**src/rtl/bso_pkg.sv**
```systemverilog
package bso_pkg;

  typedef enum logic [1:0] {
    SEQ_IDLE  = 2'd0,
    SEQ_BLANK = 2'd1,
    SEQ_DISCH = 2'd2,
    SEQ_HALT  = 2'd3
  } seqState_t;

  // strobes from control to datapath
  typedef struct packed {
    logic refLoad;
    logic seqStart;
    logic lineCount;
    logic blankOn;
    logic dischOn;
    logic haltOn;
  } seqStrobe_t;

  // comparison results from datapath to control
  typedef struct packed {
    logic tripLow;
    logic delayDone;
    logic lowPoint;
  } seqFlags_t;

endpackage

```
**src/rtl/bso_control.sv**
```systemverilog
module bso_control
  import bso_pkg::*;
(
  input  logic       clk,
  input  logic       rstN,
  input  logic       lineTick,
  input  logic [1:0] modeBits,
  input  seqFlags_t  flags,
  output seqStrobe_t strobe
);

  seqState_t stateQ, stateD;

  always_ff @(posedge clk or negedge rstN) begin
    if (!rstN) stateQ <= SEQ_IDLE;
    else       stateQ <= stateD;
  end

  always_comb begin
    stateD = stateQ;
    strobe = '0;
    case (stateQ)
      SEQ_IDLE: begin
        if (lineTick) begin
          if ((modeBits != 2'b00) && flags.tripLow) begin
            strobe.seqStart = 1'b1;
            stateD          = SEQ_BLANK;
          end else begin
            strobe.refLoad = 1'b1;
          end
        end
      end
      SEQ_BLANK: begin
        strobe.blankOn = 1'b1;
        if (lineTick) begin
          if (flags.delayDone) stateD = SEQ_DISCH;
          else                 strobe.lineCount = 1'b1;
        end
      end
      SEQ_DISCH: begin
        strobe.blankOn = 1'b1;
        strobe.dischOn = 1'b1;
        if (lineTick && flags.lowPoint) stateD = SEQ_HALT;
      end
      SEQ_HALT: begin
        strobe.blankOn = 1'b1;
        strobe.dischOn = 1'b1;
        strobe.haltOn  = 1'b1;
      end
      default: stateD = SEQ_IDLE;
    endcase
  end

endmodule

```
**src/rtl/bso_datapath.sv**
```systemverilog
module bso_datapath
  import bso_pkg::*;
#(
  parameter int LEVEL_W     = 8,
  parameter int OVS_W       = 8,
  parameter int DELAY_LINES = 42,
  parameter int TRIP_LEVEL  = 128,
  parameter int OVS_NORM    = 100,
  parameter int OVS_START   = 118,
  parameter int HALT_DIV    = 5
) (
  input  logic               clk,
  input  logic               rstN,
  input  logic [LEVEL_W-1:0] supplyLevel,
  input  logic [1:0]         modeBits,
  input  logic               ehtFault,
  input  logic               vDefFault,
  input  logic               statusRead,
  input  seqStrobe_t         strobe,
  output seqFlags_t          flags,
  output logic [OVS_W-1:0]   overscan,
  output logic [1:0]         status,
  output logic               protOut,
  output logic               hdStop
);

  localparam int CNT_W  = (DELAY_LINES > 1) ? $clog2(DELAY_LINES) : 1;
  localparam int PROD_W = LEVEL_W + $clog2(HALT_DIV + 1);
  localparam int SUM_W  = ((OVS_W > LEVEL_W) ? OVS_W : LEVEL_W) + 1;
  localparam logic [OVS_W-1:0] OVS_MAX = '1;
  localparam int NUM_REL = 3;

  logic [LEVEL_W-1:0] refLevel;
  logic [1:0]         modeLat;
  logic [CNT_W-1:0]   lineCnt;
  logic [OVS_W-1:0]   ovsHold;
  logic [1:0]         statusQ;

  // reference level tracks the healthy supply while idle
  always_ff @(posedge clk or negedge rstN) begin
    if (!rstN)               refLevel <= '0;
    else if (strobe.refLoad) refLevel <= supplyLevel;
  end

  always_ff @(posedge clk or negedge rstN) begin
    if (!rstN)                modeLat <= 2'b01;
    else if (strobe.seqStart) modeLat <= modeBits;
  end

  always_ff @(posedge clk or negedge rstN) begin
    if (!rstN)                 lineCnt <= '0;
    else if (strobe.seqStart)  lineCnt <= '0;
    else if (strobe.lineCount) lineCnt <= lineCnt + 1'b1;
  end

  // supply drop relative to reference, clamped at zero
  logic [LEVEL_W-1:0] dropV;
  assign dropV = (refLevel > supplyLevel) ? (refLevel - supplyLevel) : '0;

  // one saturating relation per selectable mode
  logic [OVS_W-1:0] relOvs [NUM_REL];
  for (genvar gi = 0; gi < NUM_REL; gi++) begin : g_rel
    localparam int SHIFT = NUM_REL - 1 - gi;
    logic [SUM_W-1:0] sumV;
    assign sumV = SUM_W'(OVS_START) + SUM_W'(dropV >> SHIFT);
    assign relOvs[gi] = (sumV > SUM_W'(OVS_MAX)) ? OVS_MAX : sumV[OVS_W-1:0];
  end

  logic [OVS_W-1:0] relSel;
  always_comb begin
    case (modeLat)
      2'b10:   relSel = relOvs[1];
      2'b11:   relSel = relOvs[2];
      default: relSel = relOvs[0];
    endcase
  end

  always_ff @(posedge clk or negedge rstN) begin
    if (!rstN)                                ovsHold <= OVS_W'(OVS_START);
    else if (strobe.seqStart)                 ovsHold <= OVS_W'(OVS_START);
    else if (strobe.dischOn && !strobe.haltOn) ovsHold <= relSel;
  end

  assign overscan = strobe.blankOn ? ovsHold : OVS_W'(OVS_NORM);

  // sticky fault status, a new fault wins over a read
  always_ff @(posedge clk or negedge rstN) begin
    if (!rstN) statusQ <= 2'b00;
    else       statusQ <= (statusRead ? 2'b00 : statusQ) | {vDefFault, ehtFault};
  end

  assign status  = statusQ;
  assign protOut = |statusQ;
  assign hdStop  = strobe.haltOn | protOut | ehtFault | vDefFault;

  logic [PROD_W-1:0] scaledLevel;
  assign scaledLevel = PROD_W'(supplyLevel) * PROD_W'(HALT_DIV);

  assign flags.tripLow   = (supplyLevel < LEVEL_W'(TRIP_LEVEL));
  assign flags.delayDone = (lineCnt == CNT_W'(DELAY_LINES - 1));
  assign flags.lowPoint  = (scaledLevel <= PROD_W'(refLevel));

endmodule

```
**src/rtl/tube_shutdown_seq.sv**
```systemverilog
module tube_shutdown_seq
  import bso_pkg::*;
#(
  parameter int LEVEL_W     = 8,
  parameter int OVS_W       = 8,
  parameter int DELAY_LINES = 42,
  parameter int TRIP_LEVEL  = 128,
  parameter int OVS_NORM    = 100,
  parameter int OVS_START   = 118,
  parameter int HALT_DIV    = 5
) (
  input  logic               clk,
  input  logic               rstN,
  input  logic               lineTick,
  input  logic [LEVEL_W-1:0] supplyLevel,
  input  logic [1:0]         modeBits,
  input  logic               ehtFault,
  input  logic               vDefFault,
  input  logic               statusRead,
  output logic               blankOut,
  output logic [OVS_W-1:0]   overscanOut,
  output logic               dischargeOut,
  output logic               hdStop,
  output logic               protOut,
  output logic [1:0]         statusOut
);

  seqStrobe_t strobe;
  seqFlags_t  flags;

  bso_control u_ctrl (
    .clk      (clk),
    .rstN     (rstN),
    .lineTick (lineTick),
    .modeBits (modeBits),
    .flags    (flags),
    .strobe   (strobe)
  );

  bso_datapath #(
    .LEVEL_W     (LEVEL_W),
    .OVS_W       (OVS_W),
    .DELAY_LINES (DELAY_LINES),
    .TRIP_LEVEL  (TRIP_LEVEL),
    .OVS_NORM    (OVS_NORM),
    .OVS_START   (OVS_START),
    .HALT_DIV    (HALT_DIV)
  ) u_dp (
    .clk         (clk),
    .rstN        (rstN),
    .supplyLevel (supplyLevel),
    .modeBits    (modeBits),
    .ehtFault    (ehtFault),
    .vDefFault   (vDefFault),
    .statusRead  (statusRead),
    .strobe      (strobe),
    .flags       (flags),
    .overscan    (overscanOut),
    .status      (statusOut),
    .protOut     (protOut),
    .hdStop      (hdStop)
  );

  assign blankOut     = strobe.blankOn;
  assign dischargeOut = strobe.dischOn;

endmodule

```
**config.mk**
```make
export PLATFORM = sky130hd
export DESIGN_NAME = tube_shutdown_seq
export DESIGN_NICKNAME = d
export VERILOG_FILES = /design/src/rtl/bso_pkg.sv /design/src/rtl/bso_control.sv /design/src/rtl/bso_datapath.sv /design/src/rtl/tube_shutdown_seq.sv
export SDC_FILE = /design/constraint.sdc
export NUM_CORES = 1
export LEC_CHECK = 0
export BUFFER_PORTS_ARGS = -buffer_cell sky130_fd_sc_hd__buf_2
export CORE_UTILIZATION = 55
export DETAILED_ROUTE_END_ITERATION = 12
export GPL_TIMING_DRIVEN = 0
export PLACE_DENSITY_LB_ADDON = 0.15
export RECOVER_POWER = 25
export SLEW_MARGIN = 20
export SYNTH_ARGS = -nofsm -noshare
export SYNTH_HDL_FRONTEND = slang
export SYNTH_SLANG_ARGS = --single-unit
```
**constraint.sdc**
```tcl
create_clock -name clk -period 4.8 [get_ports clk]
set_input_delay 1.44 -clock clk [delete_from_list [all_inputs] [get_ports clk]]
set_output_delay 1.44 -clock clk [all_outputs]
set_load 0.005 [all_outputs]
```
==> results of run 1 <==
==> power by group <==
part / total (mW) / internal (mW) / switching (mW)
Clock: 0.195 / 0.112 / 0.0830
Combinational: 1.83 / 0.785 / 1.04
Sequential: 0.429 / 0.354 / 0.0749
==> cell families after synthesis <==
group                    after synthesis  synth area share [%]
AO/OA/AOI/OAI                         85                  20.2
buffers and inverters                 46                  5.94
XOR/XNOR                              23                  6.60
AND/OR/NAND/NOR                      127                  21.7
adder cells (fa/ha/maj)               48                  20.2
multiplexers                           5                  2.17
flip-flops                            28                  23.2
==> registers in the layout, indices dropped and copies added (netlist names) <==
name and cells:
u_dp.ovsHold 8, u_dp.refLevel 8, u_dp.lineCnt 6, u_ctrl.stateQ 2, u_dp.modeLat 2, u_dp.status 2
==> metal layers <==
metal	vias up	part of all wire (%)	GRT usage (%)	wire [um]
met1	1254	45	28.1	2910
met4	0	2.0	9.62	132
met3	13	2.4	1.92	157
met5	-	0	0	0
li1	1344	-	-	-
met2	46	51	43.0	3320
==> metrics by stage <==
step	util (%)	power, mW
after global placement	62.8	2.18
after global routing	64.1	2.70
after floorplan	-	1.85
final	64.1	2.45
after CTS	64.1	2.45
after detailed placement	62.8	2.23
==> worst max-delay path, cell delays in order <==
cell and delay (ns):
buf_2 0.13, ha_1 0.23, fa_1 0.40, nand2b_1 0.20
a21oi_2 0.26, mux2i_1 0.51, nand2_1 0.24, ha_1 0.25
nor2b_1 0.15, a21oi_1 0.21, nand3_1 0.12, xor2_1 0.24
o2111ai_1 0.19, a21oi_1 0.17
==> worst paths after layout <==
path	end
setup / recovery	u_dp.ovsHold[1]$_DFFE_PN1P_
hold / removal	u_dp.ovsHold[7]$_DFFE_PN0P_
setup reg to reg	u_dp.ovsHold[1]$_DFFE_PN1P_
hold reg to reg	u_dp.ovsHold[7]$_DFFE_PN0P_
max in group asynchronous	u_dp.refLevel[5]$_DFFE_PN0P_
min in group asynchronous	u_dp.lineCnt[5]$_DFFE_PN0P_
==> synth_stat cells, types with 3 or more instances <==
cell type	number	area, um^2
nor3_1	8	40.0
dfstp_2	6	158
nand2b_1	7	43.8
ha_1	46	576
o21ai_0	20	100
o21a_1	4	30.0
nor2_1	31	116
or2_2	7	43.8
nand4_1	8	50.1
o221ai_1	5	43.8
o211ai_1	3	22.5
inv_1	38	143
nor2b_1	13	81.3
xnor2_1	18	158
o221a_2	3	33.8
clkbuf_1	4	15.0
or3_1	3	18.8
nand2_1	28	105
a31oi_1	4	25.0
xor2_1	5	43.8
mux2_2	3	33.8
and2_1	3	18.8
a21oi_1	14	70.1
a21o_1	5	37.5
and4_1	3	26.3
dfrtp_1	22	551
==> layout make-up <==
class	count	area [um^2]	share of cell area, %
sequential	28	708	21.1
clock buffer	3	41.3	1.23
clock inverter	1	30.0	0.894
tap	70	87.6	2.61
inverter	39	146	4.36
multi-input combinational	288	2170	64.5
timing repair buffer	29	144	4.28
buffer	7	35.0	1.04
==> summary.txt, run 1 <==
Logic synthesis
  • Syn avg cell area: 8.44 um^2
  • Async S/R FF share, synth: 100%
  • Distinct cells, synth: 66
  • Seq/Total Area, Yosys: 23.2%
  • Post-synth EDFFs: 0
  • Yosys warns: 0
  • Synthesized Nets: 426
  • Main synth FF type: dfrtp_1
  • Synthesized instance count: 362
  • FF+latch count, synth: 28
  • Post-Syn Area: 0.00305 mm^2

Route
  • Antenna violation net count after detailed routing: 0
  • TritonRoute pass-1 iters: 4
  • DR vias: 2657
  • DRT iter0 DRCs: 109
  • Avg Vias per Cell: 5.71
  • WL per Instance: 14.0 um
  • Final Routed Wirelength: 6.51 mm
  • Residual DRC count: 0

Clock tree
  • Largest buffer count on any clock path: 2
  • Worst-Skew Late Latency: 0.28 ns
  • Resize count post-CTS: 0
  • Post-CTS Hold Buffers: 0
  • CTS buffer count: 3
  • Clk sink count: 28
  • Setup Fix Bufs, Post-CTS: 0
  • CTS tree: done
  • Clock H-tree levels: 1
  • Clk root buf: clkbuf_8
  • Clock Pin Slew Worst Setup and Hold Paths: 0.11 ns

Floorplan
  • Die W: 76.5 um
  • Die Area: 0.00586 mm^2
  • # rows: 26
  • Boundary Pins: 30
  • Die Y: 76.5 um
  • Starting Density: 58.3%
  • Core outline area: 0.00524 mm^2

Layout
  • Layout Nets: 460
  • Final Cell Area: 0.00336 mm^2
  • Commonest non-fill, non-tap cell in the layout: ha_1
  • Fillcell total: 495
  • Share of layout cells above drive strength 1: 18.2%
  • P&R area growth vs syn: 10.0%
  • Commonest cells after routing, fill and taps aside: 46 x ha_1, 38 x inv_1, 30 x nor2_1
  • Finished Layout Cells: 465
  • ANT cells: 0

STA
  • Slew @ Worst Pin: 1.54 ns
  • Final setup skew: 0.00175 ns
  • Worst hold slack: 0.482 ns
  • Final setup viols: 0
  • Slew Limit Fails: 29
  • FMAX: 222 MHz
  • Final WS setup: 0.286 ns
  • Clock period minus worst slack: 4.51 ns
  • Worst slew margin: -2.85%
  • Setup TNS: 0 ns
  • Final period util: 94.0%
  • Final Hold Fails: 0
  • Unrepaired setup endpoints after global routing: no

Worst hold path
  • Hold depth: 2
  • HP Class: reg -> reg
  • Hold wc startpoint: u_dp.ovsHold[7]$_DFFE_PN0P_

Critical path
  • Reg2reg setup slack: 1.16 ns
  • Cells on worst reg2reg path: 14
  • Required time worst endpoint: 5.02 ns
  • Worst Setup SP: supplyLevel[0]
  • CP Capture Type: register
  • Maximum fanout along the worst path: 7
  • WP data arrival: 4.73 ns
  • R2r startpoint: u_dp.refLevel[0]$_DFFE_PN0P_
  • Startpoint Class: input pin
  • Kind of critical path: in -> reg

Place
  • Port Buffers: 29
  • Hpwl dp: 5.18 mm
  • Placed inst area: 0.00329 mm^2
  • RePlAce Congestion: 0.845
  • Pre-CTS setup slack: -0.180 ns
  • Placed Cells incl. Taps: 461

Global routing
  • Initial antenna violation count: 0
  • Number of global-route vias before repair: 2632
  • First-pass GRT wire length: 11.4 mm
  • GRT Overall Usage: 23.5%
  • Pin count of the biggest net entering global routing: 29
  • Grt ovf: 0

Power and ir drop
  • Peak VDD IR: 276 uV
  • Leakage: 1.55 nW
  • PD cells: 729 mW/mm^2

Run
  • Max-cap viol count: 1

Run status
  • Violated checks: max-capacitance violations, max-slew violations
  • Status: finished, violations left
(Power assumes the default switching activity.)
==> run 2, diff against run 1 <==
GPL_TIMING_DRIVEN = not set   (was 0)
==> run 2 against run 1 <==
  * The flow still finishes with violations (max-capacitance violations, max-slew violations)
  * Sequential share of layout area is essentially flat
  * Final area shrank 0.22%
  * Critical path depth is the same
  * Clock power is essentially flat
  * Wire length shrank 0.32%
  * Setup slack gained 0.24 ns
  * Sequential cell count is the same
  * Via count shrank 3.3%
  * Non-clock buffer count shrank 3
  * Register-to-register slack gained 0.24 ns
==> summary.txt, run 2 (synthesis gave the netlist of run 1 again) <==
Floorplan
  • Die Area: 0.00586 mm^2 (unchanged)
  • # rows: 26 (unchanged)
  • Die W: 76.5 um (unchanged)
  • Core outline area: 0.00524 mm^2 (unchanged)
  • Boundary Pins: 30 (unchanged)
  • Die Y: 76.5 um (unchanged)
  • Starting Density: 58.3% (unchanged)

Critical path
  • Critical Path, Cell by Cell: buf_2 > ha_1 > fa_1 > nand2b_1 > a211oi_2 > o22ai_2 > nor2_1 > inv_1 > ha_1 > o21ai_0 > nor4_1 > nand4_1 > a31o_2 > a21oi_1
  • Delay-heaviest family, CP: compound AO/OA/AOI/OAI gates
  • CP Capture Type: register
  • Critical R2R Capture: u_dp.ovsHold[1]$_DFFE_PN1P_
  • Worst setup path endpoint: u_dp.ovsHold[1]$_DFFE_PN1P_
  • Most Frequent Cell on Critical Path: ha_1
  • Required time worst endpoint: 5.02 ns (about the same)
  • Cells on worst reg2reg path: 14 (unchanged)
  • Highest-delay cell along the critical path: fa_1
  • Kind of critical path: in -> reg
  • Worst Setup SP: supplyLevel[0]
  • R2r startpoint: u_dp.refLevel[0]$_DFFE_PN0P_
  • Reg2reg setup slack: 1.40 ns (+0.24 ns)
  • Cell depth of the worst setup path: 14 (unchanged)
  • Startpoint Class: input pin
  • Max incr delay on CP: 0.40 ns (-0.11 ns)
  • WP buf/inv: 2 (+1)
  • Maximum fanout along the worst path: 9 (+2)
  • WP data arrival: 4.49 ns (-0.24 ns)

Place
  • Hpwl dp: 5.23 mm (+0.89%)
  • Placed inst area: 0.00328 mm^2 (-0.15%)
  • Port Buffers: 29 (unchanged)
  • RePlAce Congestion: 0.890 (+5.4%)

Global routing
  • Number of global-route vias before repair: 2466 (-6.3%)
  • Pin count of the biggest net entering global routing: 29 (unchanged)
  • GRT Overall Usage: 23.4% (-0.076 points)
  • Grt ovf: 0 (unchanged)
  • First-pass GRT wire length: 11.3 mm (-0.84%)
  • Initial antenna violation count: 0 (unchanged)

STA
  • Slew @ Worst Pin: 1.53 ns (-0.00853 ns)
  • Final Hold Fails: 0 (unchanged)
  • Unrepaired setup endpoints after global routing: no
  • Final setup skew: 0.00462 ns (+0.00287 ns)
  • Worst slew margin: -2.29% (+0.57 points)
  • Final setup viols: 0 (unchanged)
  • Clock period minus worst slack: 4.28 ns (-0.236 ns)
  • Setup TNS: 0 ns (unchanged)
  • Slew Limit Fails: 29 (unchanged)
  • Final period util: 89.1% (-4.9 points)
  • FMAX: 234 MHz (+5.5%)

Clock tree
  • Worst-Skew Late Latency: 0.28 ns (about the same)
  • Clk root buf: clkbuf_8
  • Post-CTS Hold Buffers: 0 (unchanged)
  • Clock H-tree levels: 1 (unchanged)
  • Setup Fix Bufs, Post-CTS: 0 (unchanged)
  • Resize count post-CTS: 0 (unchanged)
  • Largest buffer count on any clock path: 2 (unchanged)
  • Clk sink count: 28 (unchanged)
  • Clock Pin Slew Worst Setup and Hold Paths: 0.10 ns (about the same)
  • CTS buffer count: 3 (unchanged)
  • CTS tree: done

Layout
  • Fillcell total: 482 (-2.6%)
  • ANT cells: 0 (unchanged)
  • Commonest non-fill, non-tap cell in the layout: ha_1
  • Biggest registers after layout: u_dp.ovsHold (8), u_dp.refLevel (8), u_dp.lineCnt (6)
  • P&R area growth vs syn: 9.75%
  • Final Cell Area: 0.00335 mm^2 (-0.22%)
  • Final Util: 64.0% (-0.14 points)
  • Share of layout cells above drive strength 1: 18.4% (+0.14 points)
  • Commonest cells after routing, fill and taps aside: 46 x ha_1, 38 x inv_1, 31 x nor2_1
  • Layout Nets: 457 (-0.65%)

Route
  • TritonRoute pass-1 iters: 4 (unchanged)
  • Antenna violation net count after detailed routing: 0 (unchanged)
  • DRT iter0 DRCs: 126 (+16%)
  • DR vias: 2570 (-3.3%)
  • WL per Instance: 14.0 um (+0.32%)
  • Residual DRC count: 0 (unchanged)
  • Final Routed Wirelength: 6.49 mm (-0.32%)
  • Avg Vias per Cell: 5.56 (-2.6%)

Run status
  • Status: finished, violations left
  • Violated checks: max-capacitance violations, max-slew violations

Worst hold path
  • HP Class: reg -> reg
  • Hold wc startpoint: u_dp.ovsHold[7]$_DFFE_PN0P_

Power and ir drop
  • Leakage: 1.56 nW (+0.20%)
  • PD cells: 734 mW/mm^2 (+0.67%)
  • Peak VDD IR: 300 uV (+8.5%)
  • Power Total: 2.46 mW (+0.44%)

Run
  • Max-cap viol count: 1 (unchanged)
==> run 2: worst register-to-register path: cells and delay by family (launching register included) <==
family | cells | cell delay [ns]
fa+ha+maj | 3 | 0.93
buf+inv | 2 | 0.19
compound gates | 5 | 0.94
flops | 1 | 0.36
simple gates | 4 | 0.91
==> run 2: per-stage QoR <==
step                setup slack, ns  cells  hold WS (ns)
floorplan                     0.426    362         0.441
CTS                           0.542    462         0.483
global placement              0.333    458         0.457
global route                  0.240    462         0.515
detailed placement            0.245    458         0.460
finish                        0.522    462         0.475
==> run 2: layout make-up <==
| cell class | instances | area, um^2 | share of cell area [%] |
|---|---|---|---|
| Sequential cell | 28 | 708 | 21.1 |
| Multi-Input combinational cell | 288 | 2160 | 64.6 |
| Tap cell | 70 | 87.6 | 2.61 |
| Clock inverter | 1 | 30.0 | 0.896 |
| Timing Repair Buffer | 33 | 174 | 5.19 |
| Inverter | 39 | 146 | 4.37 |
| Clock buffer | 3 | 41.3 | 1.23 |
==> run 2: worst min-delay path by stage <==
stage / endpoint / cells after the start / slack (ns)
after floorplan: u_dp.ovsHold[7]$_DFFE_PN0P_ / 2 / 0.44
after global placement: u_dp.ovsHold[3]$_DFFE_PN0P_ / 2 / 0.46
after detailed placement: u_dp.ovsHold[7]$_DFFE_PN0P_ / 2 / 0.46
after CTS: u_dp.ovsHold[7]$_DFFE_PN0P_ / 2 / 0.48
after global routing: u_dp.ovsHold[7]$_DFFE_PN0P_ / 2 / 0.52
final: u_dp.ovsHold[7]$_DFFE_PN0P_ / 2 / 0.48
==> run 2: where the power goes <==
part	switching, mW	internal (mW)
clock	0.0801	0.112
combinational	1.04	0.792
sequential	0.0863	0.354
==> run 2: per-layer routing <==
metal / share of wire [%] / track usage, % / vias to the layer above / wire length (um)
met2: 50 / 41.5 / 47 / 3230
met1: 47 / 30.3 / 1179 / 3020
met3: 2.2 / 2.63 / 8 / 145
met5: 0 / 0 / - / 0
met4: 1.5 / 5.38 / 0 / 98
li1: - / - / 1336 / -
